### src/rtl/ioexp_cmd_decoder.sv
module ioexp_cmd_decoder #(
  parameter int HW = 5,
  parameter int ID_LEN = 6,
  parameter logic [7:0] ID_SEED = 8'h49,
  parameter logic [7:0] ID_STEP = 8'h11,
  parameter logic [7:0] TRIM_INIT = 8'h80,
  parameter logic [7:0] TRIM_STEP = 8'd4
) (
  input  logic            clk,
  input  logic            rst_n,
  input  logic [7:0]      rx_byte,
  input  logic            rx_valid,
  input  logic [2*HW-1:0] pin_in,
  output logic [7:0]      tx_byte,
  output logic            tx_req,
  output logic [2*HW-1:0] out_bits,
  output logic [2*HW-1:0] dir_bits,
  output logic            irq_pending,
  output logic            irq_enable,
  output logic [7:0]      trim
);
  localparam int W = 2 * HW;
  localparam int IW = (ID_LEN > 1) ? $clog2(ID_LEN) : 1;
  localparam logic [W-1:0] ONES = '1;

  logic [W-1:0] raw_q, cmp_q, dir_q, lo_q, hi_q, rise_q, fall_q, out_q;
  logic         pend_q, en_q, wait_q, txreq_q;
  logic [3:0]   opc_q;
  logic [IW-1:0] idx_q;
  logic [7:0]   glitch_q, tx_q, rd;
  logic [HW-1:0] opnd;

  wire [W-1:0] inputs = raw_q ^ cmp_q;
  wire cmd_ok = rx_valid && !wait_q;
  wire full_clr = cmd_ok && (rx_byte == 8'h17);
  wire [7:0] id_byte = 8'(ID_SEED + ID_STEP * 8'(idx_q));

  function automatic logic [7:0] half(input logic [W-1:0] v, input logic sel);
    return sel ? 8'(v[W-1:HW]) : 8'(v[HW-1:0]);
  endfunction

  function automatic logic [W-1:0] put(input logic [W-1:0] v, input logic sel,
                                       input logic [HW-1:0] d);
    return sel ? {d, v[HW-1:0]} : {v[W-1:HW], d};
  endfunction

  assign opnd = rx_byte[HW-1:0];

  always_comb begin
    case (rx_byte[3:1])
      3'd0: rd = half(inputs, rx_byte[0]);
      3'd1: rd = half(cmp_q, rx_byte[0]);
      3'd2: rd = half(dir_q, rx_byte[0]);
      3'd3: rd = half(raw_q, rx_byte[0]);
      3'd4: rd = half(lo_q, rx_byte[0]);
      3'd5: rd = half(hi_q, rx_byte[0]);
      3'd6: rd = half(rise_q, rx_byte[0]);
      default: rd = half(fall_q, rx_byte[0]);
    endcase
  end

  always_ff @(posedge clk or negedge rst_n) begin
    if (!rst_n) raw_q <= '0;
    else        raw_q <= pin_in;
  end

  always_ff @(posedge clk or negedge rst_n) begin
    if (!rst_n) trim <= TRIM_INIT;
    else if (cmd_ok && rx_byte == 8'hF8) trim <= trim - TRIM_STEP;
    else if (cmd_ok && rx_byte == 8'hF9) trim <= trim + TRIM_STEP;
  end

  always_ff @(posedge clk or negedge rst_n) begin
    if (!rst_n) begin
      cmp_q <= '0; dir_q <= ONES; lo_q <= '0; hi_q <= '0;
      rise_q <= '0; fall_q <= '0; out_q <= '0;
      pend_q <= 1'b0; en_q <= 1'b0; wait_q <= 1'b0; opc_q <= '0;
      idx_q <= '0; glitch_q <= '0; tx_q <= '0; txreq_q <= 1'b0;
    end else if (full_clr) begin
      cmp_q <= '0; dir_q <= ONES; lo_q <= '0; hi_q <= '0;
      rise_q <= '0; fall_q <= '0; out_q <= '0;
      pend_q <= 1'b0; en_q <= 1'b0; wait_q <= 1'b0; opc_q <= '0;
      idx_q <= '0; glitch_q <= '0; tx_q <= '0; txreq_q <= 1'b0;
    end else begin
      txreq_q <= 1'b0;
      if (rx_valid && wait_q) begin
        wait_q <= 1'b0;
        case (opc_q[3:1])
          3'd1: cmp_q <= put(cmp_q, opc_q[0], opnd);
          3'd2: dir_q <= put(dir_q, opc_q[0], opnd);
          3'd4: lo_q <= put(lo_q, opc_q[0], opnd);
          3'd5: hi_q <= put(hi_q, opc_q[0], opnd);
          3'd6: rise_q <= put(rise_q, opc_q[0], opnd);
          3'd7: fall_q <= put(fall_q, opc_q[0], opnd);
          default: ;
        endcase
      end else if (rx_valid) begin
        casez (rx_byte)
          8'b0000_????: begin tx_q <= rd; txreq_q <= 1'b1; end
          8'h10, 8'h11: begin tx_q <= half(out_q, rx_byte[0]); txreq_q <= 1'b1; end
          8'h12, 8'h13, 8'h14, 8'h15, 8'b0001_1???: begin
            wait_q <= 1'b1;
            opc_q <= rx_byte[3:0];
          end
          8'h16: out_q <= '0;
          8'b001?_????: out_q <= put(out_q, 1'b0, opnd);
          8'b010?_????: out_q <= put(out_q, 1'b1, opnd);
          8'b011?_????: if (32'(rx_byte[3:0]) < W) out_q[rx_byte[3:0]] <= rx_byte[4];
          8'hEF: begin tx_q <= {6'd0, en_q, pend_q}; txreq_q <= 1'b1; end
          8'b1111_00??: begin en_q <= rx_byte[1]; pend_q <= rx_byte[0]; end
          8'b1111_010?: pend_q <= rx_byte[0];
          8'b1111_011?: en_q <= rx_byte[0];
          8'hFA: begin tx_q <= trim; txreq_q <= 1'b1; end
          8'hFB: begin tx_q <= 8'h00; txreq_q <= 1'b1; end
          8'hFC: begin
            tx_q <= id_byte; txreq_q <= 1'b1;
            idx_q <= (idx_q == IW'(ID_LEN - 1)) ? '0 : idx_q + 1'b1;
          end
          8'hFD: idx_q <= '0;
          8'hFE: begin tx_q <= glitch_q; txreq_q <= 1'b1; glitch_q <= '0; end
          8'hFF: if (glitch_q != 8'hFF) glitch_q <= glitch_q + 8'd1;
          default: ;
        endcase
      end
    end
  end

  assign tx_byte = tx_q;
  assign tx_req = txreq_q;
  assign out_bits = out_q;
  assign dir_bits = dir_q;
  assign irq_pending = pend_q;
  assign irq_enable = en_q;


  reply_follows_byte_chk: assert property (@(posedge clk) disable iff (!rst_n)
    tx_req |-> $past(rx_valid));


  operand_silent_chk: assert property (@(posedge clk) disable iff (!rst_n)
    (rx_valid && wait_q) |=> !tx_req);


  bit_index_range_chk: assert property (@(posedge clk) disable iff (!rst_n)
    (cmd_ok && rx_byte[7:5] == 3'b011 && 32'(rx_byte[3:0]) >= W) |=> $stable(out_bits));


  noop_group_chk: assert property (@(posedge clk) disable iff (!rst_n)
    (cmd_ok && rx_byte[7:6] == 2'b10) |=> ($stable(out_bits) && $stable(dir_bits) && !tx_req));


  id_pointer_bound_chk: assert property (@(posedge clk) disable iff (!rst_n)
    32'(idx_q) < ID_LEN);


  glitch_hold_chk: assert property (@(posedge clk) disable iff (!rst_n)
    (cmd_ok && rx_byte == 8'hFF && glitch_q == 8'hFF) |=> (glitch_q == 8'hFF));
endmodule

### config.mk
export PLATFORM = sky130hd
export DESIGN_NAME = ioexp_cmd_decoder
export DESIGN_NICKNAME = d
export VERILOG_FILES = /design/src/rtl/ioexp_cmd_decoder.sv
export SDC_FILE = /design/constraint.sdc
export NUM_CORES = 1
export LEC_CHECK = 0
export ABC_AREA = 1
export BUFFER_PORTS_ARGS = -buffer_cell sky130_fd_sc_hd__buf_2
export CORE_UTILIZATION = 54
export CTS_BUF_LIST = sky130_fd_sc_hd__clkbuf_16
export DETAILED_ROUTE_END_ITERATION = 10
export PLACE_DENSITY = 0.76
export SLEW_MARGIN = 20
export SYNTH_ARGS = -nofsm -noshare
export SYNTH_HDL_FRONTEND = slang
export SYNTH_SLANG_ARGS = --single-unit
### constraint.sdc
create_clock -name clk -period 2.3 [get_ports clk]
set_input_delay 0.23 -clock clk [delete_from_list [all_inputs] [get_ports clk]]
set_output_delay 0.23 -clock clk [all_outputs]
set_load 0.05 [all_outputs]
**Word-level counts from Yosys, hierarchy flattened**

Index checks and enable logic that the tools add are counted.

- $add $sub $neg: 5
- $mul: 1
- Order comparisons: 3
- Equal/unequal tests: 44
- Mux-type cells: 73
- Bitwise gates (word level): 1
- Reductions and logical operators: 54

Operators by type and width:

| cell | number |
|---|---|
| $mux W10 | 23 |
| $eq A8 B8 Y1 const B | 9 |
| $mux W8 | 9 |
| $eq A8 B5 Y1 const B | 8 |
| $pmux W8 S7 | 1 |
| $reduce_and A3 Y1 | 17 |
| $mux W5 | 9 |
| $pmux W10 S4 | 1 |
| $pmux W5 S7 | 1 |
| $eq A3 B3 Y1 const B | 8 |
| $reduce_bool A2 Y1 | 12 |
| $mux W1 | 16 |
| $mux W4 | 4 |
| $pmux W8 S2 | 1 |
| $eq A3 B2 Y1 const B | 5 |
| $reduce_bool A3 Y1 | 5 |
| $eq A7 B7 Y1 const B | 2 |
| $mux W3 | 4 |
| $bwmux W10 | 1 |
| $reduce_and A5 Y1 | 2 |
| $xor A10 B10 Y10 | 1 |
| $eq A3 B1 Y1 const B | 3 |
| $add A7 B8 Y8 const A | 1 |
| $add A8 B1 Y8 const B | 1 |
| 27 further kinds | 37 |

- Register bits after elaboration: 115
- Output and inout port bits: 39
- Logic and storage cells: 205

**Logic depth before layout (Yosys ltp)**

- Word-level depth: 10
- Depth in mapped cells: 14
- Mapped depth without buffers: 13

**Least setup slack after synthesis**

OpenSTA, ideal clock, no wires.

- Path type: input-to-reg
- Start point: in rx_byte[4]
- End point: reg trim[6]
- Arrival: 2034 ps
- Slack: 135 ps
- Stages: 10
- Path through: buf_2 -> nand2_1 -> nor2_4 -> nand2_1 -> nor2_1 -> inv_1 -> fa_1 -> o21ai_0 -> xnor2_1 -> a21oi_1

- Word-level cells in the longest chain between the ends: 3
- Elaborated cells between the ends (all ways): 6

RTL lines:

| element | RTL line | text |
|---|---|---|
| start: declaration | 11 | `input logic [7:0] rx_byte,` |
| $eq A8 B8 Y1, on equally long branches | 69, 70 |  |
| $logic_and A1 B1 Y1, on equally long branches | 69, 70 |  |
| $mux W8 or $reduce_bool A2 Y1 (tied branches) | n/a |  |
| end signal: assignment | 69 | `else if (cmd_ok && rx_byte == 8'hF8) trim <= trim - TRIM_STEP;` |
| end signal: assignment | 70 | `else if (cmd_ok && rx_byte == 8'hF9) trim <= trim + TRIM_STEP;` |
| end: declaration | 20 | `output logic [7:0] trim` |

Several ways; a longest one is shown, not always the timed one.
A chain may end at the register's enable or synchronous reset.

**Worst setup path in the final report**

- Start point: reg wait_q
- End point: reg trim[7]

- Word-level cells in the longest chain between the ends: 4
- Elaborated cells between the ends (all ways): 6

RTL lines:

| element | RTL line | text |
|---|---|---|
| start: declaration | 27 | `logic pend_q, en_q, wait_q, txreq_q;` |
| start signal: assignment | 77 | `pend_q <= 1'b0; en_q <= 1'b0; wait_q <= 1'b0; opc_q <= '0;` |
| start signal: assignment | 82 | `pend_q <= 1'b0; en_q <= 1'b0; wait_q <= 1'b0; opc_q <= '0;` |
| start signal: assignment | 87 | `wait_q <= 1'b0;` |
| $logic_not A1 Y1 * | 34 | `wire cmd_ok = rx_valid && !wait_q;` |
| $logic_and A1 B1 Y1 * | 34 |  |
| $logic_and A1 B1 Y1, on equally long branches | 69, 70 |  |
| $mux W8 or $reduce_bool A2 Y1 (tied branches) | n/a |  |

Every way passes the cells marked *; elsewhere a longest branch is shown, timed or not.

==> flow_summary_export.csv <==
group,metric,value,unit
drt,drt_iter0_markers,632,
min_path,hp-class,"input port to register",
synthesis,synth_edf_count,0,
grt,grt_pass1_wl,29000,µm
synthesis,synthCells,890,
drt,ant_nets,0,
timing,relSlewSlack,0.599,
placed_design,dpl.hpwl,13100,µm
floorplan,ios,60,
setup_path,cp_slowest_stage_delay,380,ps
drt,num_vias,6274,
cells_and_area,final-instance-count-excl-fill,1130,
timing,timing.final.crit_share,0.907,
cells_and_area,layout.nets,1006,
setup_path,crit_type,"register to register",
timing,rsz0062_at_grt,"no",
clocking,postCtsSetupBuffers,0,
run_status,status,"complete, but fails checks",
power_and_ir_drop,power_density,762,nW/µm²
timing,finalSetupViolations,0,
drt,routed_wl,17900,µm
flow_run,cap_violations,0,
clocking,cts_sinks,113,
timing,finalHoldViolCount,0,
setup_path,cp-start-kind,"register",
placed_design,place_ws,232,ps
setup_path,crit_path_top_delay_cell,"dfrtp_1",
grt,grt_pass1_vias,5657,
clocking,hold_buffers,11,
synthesis,synthTopCellsByArea,"dfrtp_1, nand2_1, o21ai_0, nor2_1, dfstp_2",
drt,wl_per_cell,15.8,µm
synthesis,ys_async_sr_fraction,1.00,
synthesis,yosysSeqAreaShare,0.437,
cells_and_area,drive_gt1_frac,0.158,
drt,viasPerCell,5.55,
placed_design,port_buffers,57,
timing,slew_viol_final,0,
cells_and_area,antenna_cells,0,
drt,remaining_drc_errors,8,
clocking,cts.clk_slew.worst_paths,50,ps
synthesis,synth_top_cell_by_area,"dfrtp_1",
clocking,numCtsBuffers,17,
clocking,clockRootBuffer,"clkbuf_16",
power_and_ir_drop,p_leak,0.00399,µW
grt,antenna_found_initial,0,
synthesis,synth_area,6500,µm²
cells_and_area,area_growth,17.3,%
floorplan,die_area,12500,µm²
synthesis,synth.avg_cell_area,7.31,µm²
placed_design,dpl.cell_count,1087,
setup_path,end_kind,"register",
timing,finalClockSkew,10.0,ps
timing,setup-tns-final,0,ps
setup_path,cp_common_cell,"nand2_1",
setup_path,critPathTopFamily,"simple AND/OR/NAND/NOR gates",
grt,grt.total_usage,0.303,
cells_and_area,post-route-util,0.660,
drt,drtPass1Iterations,8,
clocking,cts_max_level,4,
timing,min_period,2090,ps
floorplan,die-width,112,µm
run_status,violations,"DRC",
timing,tightest_slew,599,ps
synthesis,synth_seq_cells,113,
setup_path,arrival,2440,ps
synthesis,post-synth-top-count-cell,"nand2_1",
synthesis,ys.flop_type,"dfrtp_1",
synthesis,yosysTopAreaCellShare,0.392,
grt,grt_max_degree,52,
clocking,clk_path_buf_depth,2,
setup_path,r2r_slack,210,ps
setup_path,crit_buf_inv,3,
grt,overflow,0,
clocking,cts_resized,0,
timing,fin_ws,213,ps
floorplan,start_util,0.562,
timing,timing.fmax,479,MHz
floorplan,fp.coreArea,11600,µm²
setup_path,cp_data_required_time,2650,ps
cells_and_area,nFillCells,979,
placed_design,gp_congestion,0.935,
synthesis,netlist_top_cells_count,"nand2_1, dfrtp_1, nor2_1",
clocking,tritoncts,"yes",
synthesis,ys_types,47,
floorplan,die_h,112,µm
floorplan,core.rowCount,39,
clocking,clk_latency,430,ps
synthesis,ys.warnings.count,0,
setup_path,cp_max_fo,6,
setup_path,cp_cell_sequence,"inv_1 -> nand2_1 -> inv_1 -> nand2_1 -> nor2_1 -> buf_4 -> ha_1 -> nand2_1 -> nand2_1 -> nand2_1 -> nand3_1 -> o211ai_1 -> xor2_1",
power_and_ir_drop,vdd_drop_max,0.000714,V
timing,hold_slack,46.1,ps
-- stage by stage --
step,power (µW),instance area (µm²)
detailed placement,3520,7010
finish,5820,7630
global placement,3500,7010
floorplan,3140,6510
CTS,5840,7630
global route,6050,7630
-- cells in the final DEF (no fill, tap or decap), drive strengths merged --
| master | synthesis | final |
|---|---|---|
| nand2 | 338 | 338 |
| nor2 | 105 | 105 |
| dfrtp | 102 | 102 |
| o21ai | 95 | 95 |
| inv | 69 | 76 |
| buf | 15 | 75 |
| nand3 | 52 | 52 |
| a21oi | 23 | 23 |
| clkbuf | 7 | 17 |
| nand4 | 13 | 13 |
| dfstp | 11 | 11 |
| dlygate4sd3 | 0 | 11 |
| o22ai | 10 | 10 |
| ha | 10 | 10 |
| xor2 | 8 | 8 |
| nor3 | 8 | 8 |
| clkinv | 2 | 8 |
| a31oi | 4 | 4 |
| o211ai | 3 | 3 |
| xnor2 | 2 | 2 |
| o221ai | 2 | 2 |
| conb | 1 | 2 |
| o31ai | 2 | 2 |
| o21a | 1 | 1 |
| o2111ai | 1 | 1 |
| a211oi | 1 | 1 |
| nor4 | 1 | 1 |
| o21bai | 1 | 1 |
| nor3b | 1 | 1 |
| or2 | 1 | 1 |
| fa | 1 | 1 |
| clkinvlp | 0 | 1 |
| bufinv | 0 | 1 |
-- sequential cells by signal, summed over array words and instances, names as in the netlist, 10 cells and up --
signal and count:
dir_bits 10, raw_q 10, cmp_q 10, out_bits 10, rise_q 10, lo_q 10, hi_q 10, fall_q 10
-- cells by family after synthesis --
kind of cell / Yosys count / synth area share
other cells: 1 / 0.000577
xor+xnor: 10 / 0.0135
compound gates: 143 / 0.124
flops: 113 / 0.437
simple gates: 519 / 0.343
buf+inv: 93 / 0.0594
fa+ha+maj: 11 / 0.0223
-- layer usage --
layer	wire length, µm	vias up	GRT usage
met3	1310	39	0.0604
met2	8340	246	0.470
met4	407	0	0.122
met1	7810	2933	0.418
met5	0	-	0
li1	-	3056	-
-- where the power goes --
part,total (µW),internal (µW),switching (µW)
Sequential,2360,2190,162
Clock,2300,1430,868
Combinational,1160,300,863
-- worst register-to-register path, delay by kind of cell, from the launching register on --
family                     cells  cell delay [ps]
AOI/OAI and AO/OA              1              220
and+or+nand+nor                7              630
adders and majority gates      1              300
buffers and inverters          3              320
xor gates and xnor gates       1              170
DFF                            1              380
-- worst paths after layout --
path | startpoint | cells past startpoint | end
worst max register to register | wait_q$_DFFE_PN0P_ | 13 | trim[7]$_DFFE_PN1P_
min in group asynchronous | rst_n | 2 | tx_byte[0]$_DFFE_PN0P_
worst min-delay path | rx_valid | 2 | wait_q$_DFFE_PN0P_
worst max-delay path | wait_q$_DFFE_PN0P_ | 13 | trim[7]$_DFFE_PN1P_
max in group asynchronous | rst_n | 3 | trim[7]$_DFFE_PN1P_
worst min register to register | tx_byte[6]$_DFFE_PN0P_ | 2 | tx_byte[6]$_DFFE_PN0P_
-- area by class of cell --
class                   count  area, µm²  share of cell area
clock buffers              17        425              0.0557
clock inverters            15       90.1              0.0118
inverters                  71        270              0.0354
multi-input cells         685       3280               0.430
flip-flops and latches    113       2840               0.372
well taps                 143        179              0.0234
repair buffers             86        546              0.0715
Note: power is estimated with default switching activity, not from simulation.
